## config.mk

```make
export PLATFORM = sky130hd
export DESIGN_NAME = eeprom_wr_guard
export DESIGN_NICKNAME = d
export VERILOG_FILES = /design/src/rtl/eeprom_wr_guard_pkg.sv /design/src/rtl/eeprom_seq_dec.sv /design/src/rtl/eeprom_cfg_reg.sv /design/src/rtl/eeprom_permit.sv /design/src/rtl/eeprom_wr_guard.sv
export SDC_FILE = /design/constraint.sdc
export NUM_CORES = 1
export LEC_CHECK = 0
export BUFFER_PORTS_ARGS = -buffer_cell sky130_fd_sc_hd__buf_2
export CAP_MARGIN = 15
export CORE_MARGIN = 8
export CORE_UTILIZATION = 41
export DETAILED_ROUTE_END_ITERATION = 10
export PLACE_DENSITY = 0.84
export SLEW_MARGIN = 15
export SYNTH_ARGS = -nofsm -noshare
export SYNTH_HDL_FRONTEND = slang
export SYNTH_SLANG_ARGS = --single-unit
```

## constraint.sdc

```tcl
create_clock -name clk_i -period 1.8 [get_ports clk_i]
set_clock_uncertainty 0.2 [all_clocks]
set_input_delay 0.36 -clock clk_i [delete_from_list [all_inputs] [get_ports clk_i]]
set_output_delay 0.36 -clock clk_i [all_outputs]
set_load 0.02 [all_outputs]
```

## src/rtl/eeprom_wr_guard_pkg.sv

```systemverilog
package eeprom_wr_guard_pkg;
  localparam int unsigned CMD_ADDR_A = 'h1555;
  localparam int unsigned CMD_ADDR_B = 'h0AAA;
  localparam int unsigned CMD_ADDR_L = 'h1C00;
  localparam int unsigned CMD_D_KEY1 = 'hAA;
  localparam int unsigned CMD_D_KEY2 = 'h55;
  localparam int unsigned CMD_D_ARM  = 'hA0;
  localparam int unsigned CMD_D_EXT  = 'h80;
  localparam int unsigned CMD_D_OFF  = 'h20;

  typedef enum logic [2:0] {
    ST_IDLE, ST_K1, ST_K2, ST_ARM, ST_X3, ST_X4, ST_X5
  } seq_st_e;
endpackage

```

## src/rtl/eeprom_seq_dec.sv

```systemverilog
module eeprom_seq_dec
  import eeprom_wr_guard_pkg::*;
#(
  parameter int unsigned ADDR_W = 13,
  parameter int unsigned DATA_W = 8
) (
  input  logic              clk_i,
  input  logic              rst_ni,
  input  logic              wr_valid_i,
  input  logic [ADDR_W-1:0] wr_addr_i,
  input  logic [DATA_W-1:0] wr_data_i,
  output logic              armed_o,
  output logic              set_prot_o,
  output logic              clr_prot_o,
  output logic              load_mask_o
);
  seq_st_e st_q, st_d;

  logic a_a, a_b, a_l;
  always_comb begin
    a_a = wr_addr_i == ADDR_W'(CMD_ADDR_A);
    a_b = wr_addr_i == ADDR_W'(CMD_ADDR_B);
    a_l = wr_addr_i == ADDR_W'(CMD_ADDR_L);
  end

  function automatic logic hit(input logic adr, input logic [DATA_W-1:0] d,
                               input int unsigned v);
    return adr && (d == DATA_W'(v));
  endfunction

  always_comb begin
    st_d        = st_q;
    set_prot_o  = 1'b0;
    clr_prot_o  = 1'b0;
    load_mask_o = 1'b0;
    if (wr_valid_i) begin
      st_d = ST_IDLE;
      unique case (st_q)
        ST_IDLE: if (hit(a_a, wr_data_i, CMD_D_KEY1)) st_d = ST_K1;
        ST_K1:   if (hit(a_b, wr_data_i, CMD_D_KEY2)) st_d = ST_K2;
        ST_K2: begin
          if (hit(a_a, wr_data_i, CMD_D_ARM)) begin
            st_d       = ST_ARM;
            set_prot_o = 1'b1;
          end else if (hit(a_a, wr_data_i, CMD_D_EXT)) begin
            st_d = ST_X3;
          end
        end
        ST_ARM:  st_d = ST_IDLE;  // one armed write consumed
        ST_X3:   if (hit(a_a, wr_data_i, CMD_D_KEY1)) st_d = ST_X4;
        ST_X4:   if (hit(a_b, wr_data_i, CMD_D_KEY2)) st_d = ST_X5;
        ST_X5: begin
          if (hit(a_a, wr_data_i, CMD_D_OFF)) clr_prot_o = 1'b1;
          else if (a_l)                       load_mask_o = 1'b1;
        end
        default: st_d = ST_IDLE;
      endcase
    end
  end

  always_ff @(posedge clk_i or negedge rst_ni) begin
    if (!rst_ni) st_q <= ST_IDLE;
    else         st_q <= st_d;
  end

  assign armed_o = (st_q == ST_ARM);
endmodule

```

## src/rtl/eeprom_cfg_reg.sv

```systemverilog
module eeprom_cfg_reg #(
  parameter int unsigned      NUM_BLK  = 8,
  parameter logic             PROT_RST = 1'b0,
  parameter logic [NUM_BLK-1:0] LOCK_RST = '0
) (
  input  logic               clk_i,
  input  logic               rst_ni,
  input  logic               set_prot_i,
  input  logic               clr_prot_i,
  input  logic               load_mask_i,
  input  logic [NUM_BLK-1:0] mask_data_i,
  output logic               prot_en_o,
  output logic [NUM_BLK-1:0] lock_mask_o
);
  always_ff @(posedge clk_i or negedge rst_ni) begin
    if (!rst_ni) begin
      prot_en_o   <= PROT_RST;
      lock_mask_o <= LOCK_RST;
    end else begin
      if (set_prot_i)      prot_en_o <= 1'b1;
      else if (clr_prot_i) prot_en_o <= 1'b0;
      if (load_mask_i)     lock_mask_o <= mask_data_i;
    end
  end
endmodule

```

## src/rtl/eeprom_permit.sv

```systemverilog
module eeprom_permit #(
  parameter int unsigned NUM_BLK = 8,
  localparam int unsigned BLK_W  = $clog2(NUM_BLK)
) (
  input  logic               wr_valid_i,
  input  logic [BLK_W-1:0]   blk_i,
  input  logic [NUM_BLK-1:0] lock_mask_i,
  input  logic               prot_en_i,
  input  logic               armed_i,
  output logic               locked_o,
  output logic               permit_o
);
  logic [NUM_BLK-1:0] blk_hit;
  for (genvar g = 0; g < NUM_BLK; g++) begin : g_blk
    assign blk_hit[g] = (blk_i == BLK_W'(g));
  end

  assign locked_o = |(blk_hit & lock_mask_i);
  assign permit_o = wr_valid_i && !locked_o && (!prot_en_i || armed_i);
endmodule

```

## src/rtl/eeprom_wr_guard.sv

```systemverilog
module eeprom_wr_guard #(
  parameter int unsigned        ADDR_W   = 13,
  parameter int unsigned        DATA_W   = 8,
  parameter int unsigned        NUM_BLK  = 8,
  parameter logic               PROT_RST = 1'b0,
  parameter logic [NUM_BLK-1:0] LOCK_RST = '0
) (
  input  logic               clk_i,
  input  logic               rst_ni,
  input  logic               wr_valid_i,
  input  logic [ADDR_W-1:0]  wr_addr_i,
  input  logic [DATA_W-1:0]  wr_data_i,
  output logic               wr_permit_o,
  output logic               prot_en_o,
  output logic [NUM_BLK-1:0] lock_mask_o
);
  localparam int unsigned BLK_W = $clog2(NUM_BLK);

  logic armed, set_prot, clr_prot, load_mask, locked;

  eeprom_seq_dec #(.ADDR_W(ADDR_W), .DATA_W(DATA_W)) u_dec (
    .clk_i, .rst_ni, .wr_valid_i, .wr_addr_i, .wr_data_i,
    .armed_o(armed), .set_prot_o(set_prot), .clr_prot_o(clr_prot),
    .load_mask_o(load_mask)
  );

  eeprom_cfg_reg #(.NUM_BLK(NUM_BLK), .PROT_RST(PROT_RST), .LOCK_RST(LOCK_RST)) u_cfg (
    .clk_i, .rst_ni, .set_prot_i(set_prot), .clr_prot_i(clr_prot),
    .load_mask_i(load_mask), .mask_data_i(wr_data_i[NUM_BLK-1:0]),
    .prot_en_o, .lock_mask_o
  );

  eeprom_permit #(.NUM_BLK(NUM_BLK)) u_perm (
    .wr_valid_i, .blk_i(wr_addr_i[ADDR_W-1 -: BLK_W]), .lock_mask_i(lock_mask_o),
    .prot_en_i(prot_en_o), .armed_i(armed), .locked_o(locked), .permit_o(wr_permit_o)
  );
endmodule

```

## After elaboration in Yosys (flattened, before gate mapping)

Index checks and enable logic that the tools add are counted.

| storage, ports and cells | value |
|---|---|
| flip-flop bits (word level) | 12 |
| bits of input ports | 24 |
| output and inout port bits | 10 |

| operators by class | value |
|---|---|
| equal/unequal tests | 21 |
| muxes and demuxes | 19 |
| bitwise operators | 1 |
| reduce and logical (&&, ||, !) cells | 14 |

Operator list:

| operator | count |
|---|---|
| equality test 13 bit (second input constant) | 2 |
| equality test 8 bit (second input constant) | 3 |
| equality test 3 bit (second input constant) | 7 |
| one-hot mux 3 bit (5 select lines) | 1 |
| equality test 13 x 12 -> 1 bit (second input constant) | 1 |
| two-way mux 1 bit | 13 |
| equality test 3 x 2 -> 1 bit (second input constant) | 4 |
| two-way mux 3 bit | 4 |
| bitwise AND 8 bit | 1 |
| equality test 8 x 6 -> 1 bit (second input constant) | 1 |
| equality test 8 x 7 -> 1 bit (second input constant) | 1 |
| OR reduction 8 bit | 1 |
| logical AND 1 bit | 7 |
| equality test 3 x 1 -> 1 bit (second input constant) | 2 |
| logical NOT 3 bit | 2 |
| logical NOT 1 bit | 2 |
| two-way mux 2 bit | 1 |
| nonzero test 2 bit | 1 |
| logical OR 1 bit | 1 |

## Logic depth before layout (Yosys ltp)

Gate-level depths: netlist (run 1).

| logic depth | value |
|---|---|
| word-level depth | 7 |
| mapped depth | 6 |
| mapped depth without buffers | 4 |

## Cells and area by module

From an unflattened synthesis (run 1), not the netlist that was laid out.

| second synthesis, totals | value |
|---|---|
| cells, all modules | 76 |
| area total of the unflattened synthesis | 838.3 um^2 |

Modules (own cells, without submodules):

| module | times used | cells each | area each (um^2) | sequential area each (um^2) |
|---|---|---|---|---|
| eeprom_seq_dec | 1 | 47 | 386.6 | 75.1 |
| eeprom_cfg_reg | 1 | 20 | 367.9 | 225.2 |
| eeprom_permit | 1 | 9 | 83.8 | 0.0 |

## Worst setup path after synthesis (run 1)

Ideal clock, no wire load.

| timing path | value |
|---|---|
| kind | input to output |
| start point | input wr_addr_i[11] |
| end point | output wr_permit_o |
| arrival time | 1758 ps |
| setup slack | -518 ps |
| stages | 4 |
| path buffers | 1 |
| cells stage by stage | buf_4 -> mux2_2 -> a221o_1 -> a221oi_1 |

| on the way | value |
|---|---|
| word-level cells in the longest chain between the ends | 6 |
| elaborated cells on any way between the ends | 13 |
| classes of those cells | eq/ne (7); bitwise (1); reduce/logical (5) |

RTL lines:

| element | RTL line | text |
|---|---|---|
| start, declared | eeprom_wr_guard.sv:11 | `input logic [ADDR_W-1:0] wr_addr_i,` |
| equality test 3 x 1 -> 1 bit, or another cell as far along | eeprom_permit.sv:15 | `assign blk_hit[g] = (blk_i == BLK_W'(g));` |
| bitwise AND 8 bit * | eeprom_permit.sv:18 | `assign locked_o = \|(blk_hit & lock_mask_i);` |
| OR reduction 8 bit * | eeprom_permit.sv:18 |  |
| logical NOT 1 bit * | eeprom_permit.sv:19 | `assign permit_o = wr_valid_i && !locked_o && (!prot_en_i \|\| armed_i);` |
| logical AND 1 bit * (2 in a row) | eeprom_permit.sv:19 |  |
| end, declared | eeprom_wr_guard.sv:13 | `output logic wr_permit_o,` |

Mark *: on every way between the ends. The rest lies on a longest branch, timed or not.

## Final worst setup path (run 1)

| timing path | value |
|---|---|
| start point | register u_cfg.lock_mask_o[1] |
| end point | output wr_permit_o |

| on the way | value |
|---|---|
| word-level cells in the longest chain between the ends | 5 |

RTL lines:

| element | RTL line | text |
|---|---|---|
| start, declared | eeprom_cfg_reg.sv:13 | `output logic [NUM_BLK-1:0] lock_mask_o` |
| start signal, assigned | eeprom_cfg_reg.sv:22 | `if (load_mask_i) lock_mask_o <= mask_data_i;` |
| bitwise AND 8 bit | eeprom_permit.sv:18 |  |
| OR reduction 8 bit | eeprom_permit.sv:18 |  |
| logical NOT 1 bit | eeprom_permit.sv:19 |  |
| logical AND 1 bit (2 in a row) | eeprom_permit.sv:19 |  |

No other way between the ends.

==> results of run 1 <==
-- power groups by stage --
stage	clock network (mW)	registers (mW)	logic [mW]
5_1_grt	0.233	0.273	0.109
2_1_floorplan	0	0.278	0.0282
4_1_cts	0.221	0.272	0.0919
3_3_place_gp	0	0.279	0.0793
6_report	0.217	0.272	0.100
3_5_place_dp	0	0.279	0.0819
-- repair_timing --
item                                   CTS  global route
endpoints found under the hold margin   12             0
pin swaps                                5             4
setup buffers                            2             2
hold buffers                             1             0
gates resized for setup                  6             5
setup endpoints to repair               11            11
-- cells by family (layout without fill, tap and decap cells) --
kind of cell	count (synthesis)	count (layout)	synth area share, %
AO/OA/AOI/OAI	14	14	13.70
AND/OR/NAND/NOR	34	34	27.39
flip-flops	12	12	39.60
multiplexers	10	10	14.69
buffers and inverters	6	56	4.620
-- layout make-up --
cell class	count	area, um2
timing repair buffer	49	325.3
clock buffer	4	36.28
sequential	12	300.3
fill	140	525.5
tap	25	31.28
multi-input combinational	58	496.7
inverter	3	11.26
-- how the worst min path moves through the flow --
stage                                 to  cells after the start
floorplan           u_cfg.lock_mask_o[0]                      0
detailed placement  u_cfg.lock_mask_o[4]                      1
global placement    u_cfg.lock_mask_o[4]                      1
global route        u_cfg.lock_mask_o[0]                      2
CTS                 u_cfg.lock_mask_o[2]                      2
finish              u_cfg.lock_mask_o[2]                      2
-- synthesized netlist by cell type --
cell / count
a221o_1: 1
a221oi_1: 1
nand4b_1: 3
dfrtp_1: 12
nor4_1: 2
buf_6: 1
nand2_1: 5
nor3_1: 4
nor2_1: 4
nand3_1: 2
o211ai_1: 2
o2111ai_1: 1
buf_2: 1
and3_1: 4
nor3b_1: 1
mux2_2: 9
a31oi_1: 1
o22ai_1: 1
or4b_2: 1
nand4_1: 4
o31ai_1: 1
or4b_1: 1
o2bb2ai_1: 1
a21oi_1: 1
buf_4: 1
and4_1: 2
inv_1: 3
o311ai_0: 1
o21ai_0: 2
nor3_2: 1
mux2i_1: 1
a31o_2: 1
-- through the flow --
step | total power, mW | setup TNS [ps]
final | 0.5893 | -877.5
after global routing | 0.6155 | -1089
after CTS | 0.5854 | -1314
after detailed placement | 0.3606 | -3675
after global placement | 0.3578 | -3400
after floorplan | 0.3067 | -1748
-- metal layers --
layer	part of all wire [%]	GRT usage, %	wire, um	vias up
li1	-	-	-	404
met1	42	17.34	1062	424
met2	50	25.70	1261	32
met3	6.6	4.772	168	5
met4	1.9	8.191	48	0
met5	0	0	0	-
-- state kept, by name, indices dropped and copies added (netlist names) --
signal             cells
u_cfg.prot_en_o        1
u_dec.st_q             3
u_cfg.lock_mask_o      8
==> results.ini, run 1 <==
[worst_setup_path]
timing.critical_path.cells=mux2_4, a221o_1, a221oi_4, buf_6
r2r-end=u_cfg.lock_mask_o[3]
r2r_slack_ps=30
rr_worst_depth=5
crit_end=wr_permit_o
critical_path_class=reg -> out
cp_max_fo=2
critPathMaxStageDelay_ps=380
cp-startpoint=u_cfg.lock_mask_o[1]
critical-path-top-delay-family=compound AO/OA/AOI/OAI gates
r2r_start=u_dec.st_q[0]
setup.worst_path.start_class=flop
crit_buf_inv=1
cp.arrival_ps=1720
slowest_stage=dfrtp_1
end_kind=primary output
cp.required_ps=1240
cp_num_cells=4

[timing]
slew_headroom_pct=59.67
tightest_slew_ps=597.3
min_period_ps=2281
rsz0062_at_grt=true
final_max_slew_viol_count=0
finalCritPeriodShare_pct=126.7
finalHoldViolCount=0
final-setup-viol-count=9
setup_slack_ps=-480.9
fin_hold_ws_ps=141.3
timing.fmax_mhz=438.4

[synthesis]
ys_seq_area_share_pct=39.60
ys_types=32
synth-seq-cells=12
syn_area_um2=758.2
syn_area_per_cell_um2=9.977
synthTopCellsByArea=dfrtp_1, mux2_2, nand4b_1
syn_nets=100
netlist.area_leader.share_pct=39.60
yosysWarningCount=0
syn_inst=76
synth_top_area_cell=dfrtp_1

[route]
drc=0
routed_wl_um=2542
viasPerCell=5.728
drt_iter0_markers=19
ant_nets=0
first_pass_iters=4
wl_per_cell_um=16.83
vias=865

[pwr]
switching_share_pct=24.76
clockPowerShare_pct=36.8
p_leak_nw=0.5889
vdd_drop_max_mv=0.4246
seq_power_share_pct=46.2
power_density_nw_per_um2=490.6
combinationalPowerShare_pct=17.0
netSwitchingPower_mw=0.1459
intPower_mw=0.4434

[cts]
clockRootBuffer=clkbuf_4
cts_tree=done
clkSinkCount=12
htreeDepth=1
insertion_delay_ps=280
cts_buffers=3
path_clk_slew_ps=70
cts_buffer_depth=2

[cells_and_area]
areaGrowthSynthToFinish_pct=58.42
final_common_cell=buf_2
fin_cells=151
post-route-util_pct=69.57
mostFrequentLayoutCells=buf_2, buf_4, dfrtp_1
drive_above_1_share_pct=53.97
diodes=0
layout.nets=151
finish.instance_area_um2=1201

[outcome]
violations=setup timing
status=finished, violations left

[global_route]
first_global_vias=903
antenna_found_initial=0
track_usage_pct=15.52
grt-ovfl-total=0
grt_max_degree=13
grt_pass1_wl_um=4140

[die]
rows=15
core_um2=1727
chipWidth_um=59.01
die_area_um2=3482
ios=34
start_util_pct=43.91
fp.dieH_um=59.01

[place]
io_buffer_count=33
gp_congestion=0.7981
placed_cells=142
dp.final_hpwl_um=1975
place_area_um2=1074
place_worst_setup_slack_ps=-405.1

[job]
cap_viol_max_count=0

[hold_path]
worstHoldStart=wr_data_i[2]
hold_path_class=in -> reg

Note: power is estimated with default switching activity, not from simulation.
==> inputs of run 2 (changes only) <==
Settings changed: CELL_PAD_IN_SITES_DETAIL_PLACEMENT set to 1, CELL_PAD_IN_SITES_GLOBAL_PLACEMENT set to 1, CORE_UTILIZATION 41 to 30, CTS_CLUSTER_SIZE set to 28.
==> run 2 against run 1 <==
Critical endpoint unchanged. Global-route usage is 1.0 points lower. Fmax rose by 0.42%. The run still ends with setup timing left. Critical path depth unchanged. Sequential share of layout area up 0.37 points. First-iteration DRC count rose to 2.8 times the previous value. Worst hold slack better by 14 ps. Setup slack improved by 9.6 ps.
==> results.ini, run 2 (same netlist as run 1, synthesis figures left out) <==
[worst_setup_path]
cp.required_ps=1240  ; about the same
setup.worst_path.start_class=flop  ; unchanged
critPathMaxStageDelay_ps=390  ; was 380 ps
cp_max_fo=2  ; unchanged
cp-startpoint=u_cfg.lock_mask_o[1]  ; unchanged
critical_path_class=reg -> out  ; unchanged
r2r-end=u_cfg.lock_mask_o[4]  ; was u_cfg.lock_mask_o[3]
rr_worst_depth=5  ; unchanged
end_kind=primary output  ; unchanged
r2r_start=u_dec.st_q[0]  ; unchanged
cp.arrival_ps=1710  ; was 1720 ps
r2r_slack_ps=0  ; was 30 ps
slowest_stage=dfrtp_1  ; unchanged
timing.critical_path.cells=mux2_4, a221o_1, a221oi_4, buf_6  ; unchanged

[timing]
slew_headroom_pct=59.02  ; was 59.67%
setup_slack_ps=-471.3  ; was -480.9 ps
fin_hold_ws_ps=155.1  ; was 141.3 ps
rsz0062_at_grt=true  ; unchanged
final-setup-viol-count=9  ; unchanged
finalCritPeriodShare_pct=126.2  ; was 126.7%
min_period_ps=2271  ; was 2281 ps
finalHoldViolCount=0  ; unchanged
tightest_slew_ps=607.0  ; was 597.3 ps
tns_ps=-954.9  ; was -877.5 ps
timing.fmax_mhz=440.3  ; was 438.4 MHz
final_max_slew_viol_count=0  ; unchanged

[cells_and_area]
top_regs=u_cfg.lock_mask_o x8, u_dec.st_q x3, u_cfg.prot_en_o x1  ; unchanged
fin_cells=156  ; was 151
layout.nets=152  ; was 151
post-route-util_pct=48.66  ; was 69.57%
drive_above_1_share_pct=53.97  ; unchanged
diodes=0  ; unchanged
mostFrequentLayoutCells=buf_2, buf_4, dfrtp_1  ; unchanged
largest_reg_flops=8  ; unchanged
areaGrowthSynthToFinish_pct=56.11  ; was 58.42%
final_common_cell=buf_2  ; unchanged
regMostFlops=u_cfg.lock_mask_o  ; unchanged
finish.instance_area_um2=1184  ; was 1201 um2

[pwr]
fin_total_pwr_mw=0.5400  ; was 0.5893 mW
switching_share_pct=27.42  ; was 24.76%
clockPowerShare_pct=31.5  ; was 36.8%
power_density_nw_per_um2=456.2  ; was 490.6 nW/um2
netSwitchingPower_mw=0.1481  ; was 0.1459 mW
seq_power_share_pct=50.6  ; was 46.2%
p_leak_nw=0.5825  ; was 0.5889 nW
intPower_mw=0.3920  ; was 0.4434 mW
combinationalPowerShare_pct=17.9  ; was 17.0%
vdd_drop_max_mv=0.2780  ; was 0.4246 mV

[outcome]
violations=setup timing  ; unchanged
status=finished, violations left  ; unchanged

[hold_path]
hold_path_class=in -> reg  ; unchanged
hold_end=u_cfg.lock_mask_o[2]  ; unchanged
hold_path_depth=2  ; unchanged
worstHoldStart=wr_data_i[2]  ; unchanged

[global_route]
grt_max_degree=13  ; unchanged
grt-ovfl-total=0  ; unchanged
grt_busiest_layer=met2  ; unchanged
track_usage_pct=14.47  ; was 15.52%
antenna_found_initial=0  ; unchanged
use_met2_pct=27.62  ; was 25.70%
grt_pass1_wl_um=4830  ; was 4140 um
grtUsageMet1_pct=14.30  ; was 17.34%
met3_usage_pct=3.220  ; was 4.772%
first_global_vias=983  ; was 903

[die]
die_area_um2=4392  ; was 3482 um2
chipWidth_um=66.28  ; was 59.01 um
fp.dieH_um=66.28  ; was 59.01 um
ios=34  ; unchanged
rows=18  ; was 15
core_um2=2432  ; was 1727 um2
start_util_pct=31.17  ; was 43.91%

[route]
viasPerCell=5.545  ; was 5.728
wl_per_cell_um=19.15  ; was 16.83 um
vias=865  ; unchanged
ant_nets=0  ; unchanged
routed_wl_um=2988  ; was 2542 um
first_pass_iters=3  ; was 4
drt_iter0_markers=54  ; was 19
drc=0  ; unchanged

[job]
cap_viol_max_count=0  ; unchanged

[cts]
cts_buffer_depth=2  ; unchanged
insertion_delay_ps=270  ; was 280 ps
htreeDepth=1  ; unchanged
path_clk_slew_ps=80  ; was 70 ps
cts_tree=done  ; unchanged
cts_buffers=3  ; unchanged
clockRootBuffer=clkbuf_4  ; unchanged
clkSinkCount=12  ; unchanged

[place]
place_area_um2=1082  ; was 1074 um2
gp_congestion=0.7908  ; was 0.7981
place_worst_setup_slack_ps=-384.7  ; was -405.1 ps
dp.final_hpwl_um=2264  ; was 1975 um
placed_cells=149  ; was 142
io_buffer_count=33  ; unchanged

run 2: changes by cell type in the layout (fill, tap and decap cells not counted), sizes merged:
cell / before / now
buf: 48 / 49
clkbuf: 4 / 3
run 2: what timing repair did:
| item | in CTS | in global routing |
|---|---|---|
| hold buffers | 1 | 0 |
| buffers inserted | 3 | 0 |
| hold endpoints to repair | 12 | 0 |
| pin swaps | 5 | 1 |
| endpoints found under the setup margin | 12 | 9 |
| gates resized for setup | 9 | 3 |
run 2: power groups by stage:
stage | clock (mW) | sequential, mW | combinational [mW]
CTS | 0.178 | 0.273 | 0.0949
global placement | 0 | 0.278 | 0.0831
floorplan | 0 | 0.278 | 0.0282
global route | 0.193 | 0.273 | 0.106
finish | 0.170 | 0.273 | 0.0968
detailed placement | 0 | 0.278 | 0.0877
run 2: worst max-delay path by stage:
| stage | endpoint | slack [ps] | cells past startpoint |
|---|---|---|---|
| floorplan | wr_permit_o | -240 | 4 |
| global placement | wr_permit_o | -370 | 5 |
| detailed placement | wr_permit_o | -380 | 5 |
| CTS | wr_permit_o | -520 | 4 |
| global route | wr_permit_o | -530 | 4 |
| finish | wr_permit_o | -470 | 4 |
run 2: worst max-delay path, delay by kind of cell, from the launching register on:
family	cells	cell delay (ps)
flops	1	390
mux	1	270
buf+inv	1	150
compound gates	2	630
run 2: final cells by class:
type	count	area [um2]
Fill cell	295	1249
Clock buffer	3	22.52
Tap cell	30	37.54
Multi-Input combinational cell	58	496.7
Sequential cell	12	300.3
Timing Repair Buffer	50	315.3
Inverter	3	11.26
run 2: per-layer routing:
layer  up-vias  routed length [um]
li1        404                   -
met3         6                 157
met4         0                  42
met2        28                1674
met5         -                   0
met1       427                1113
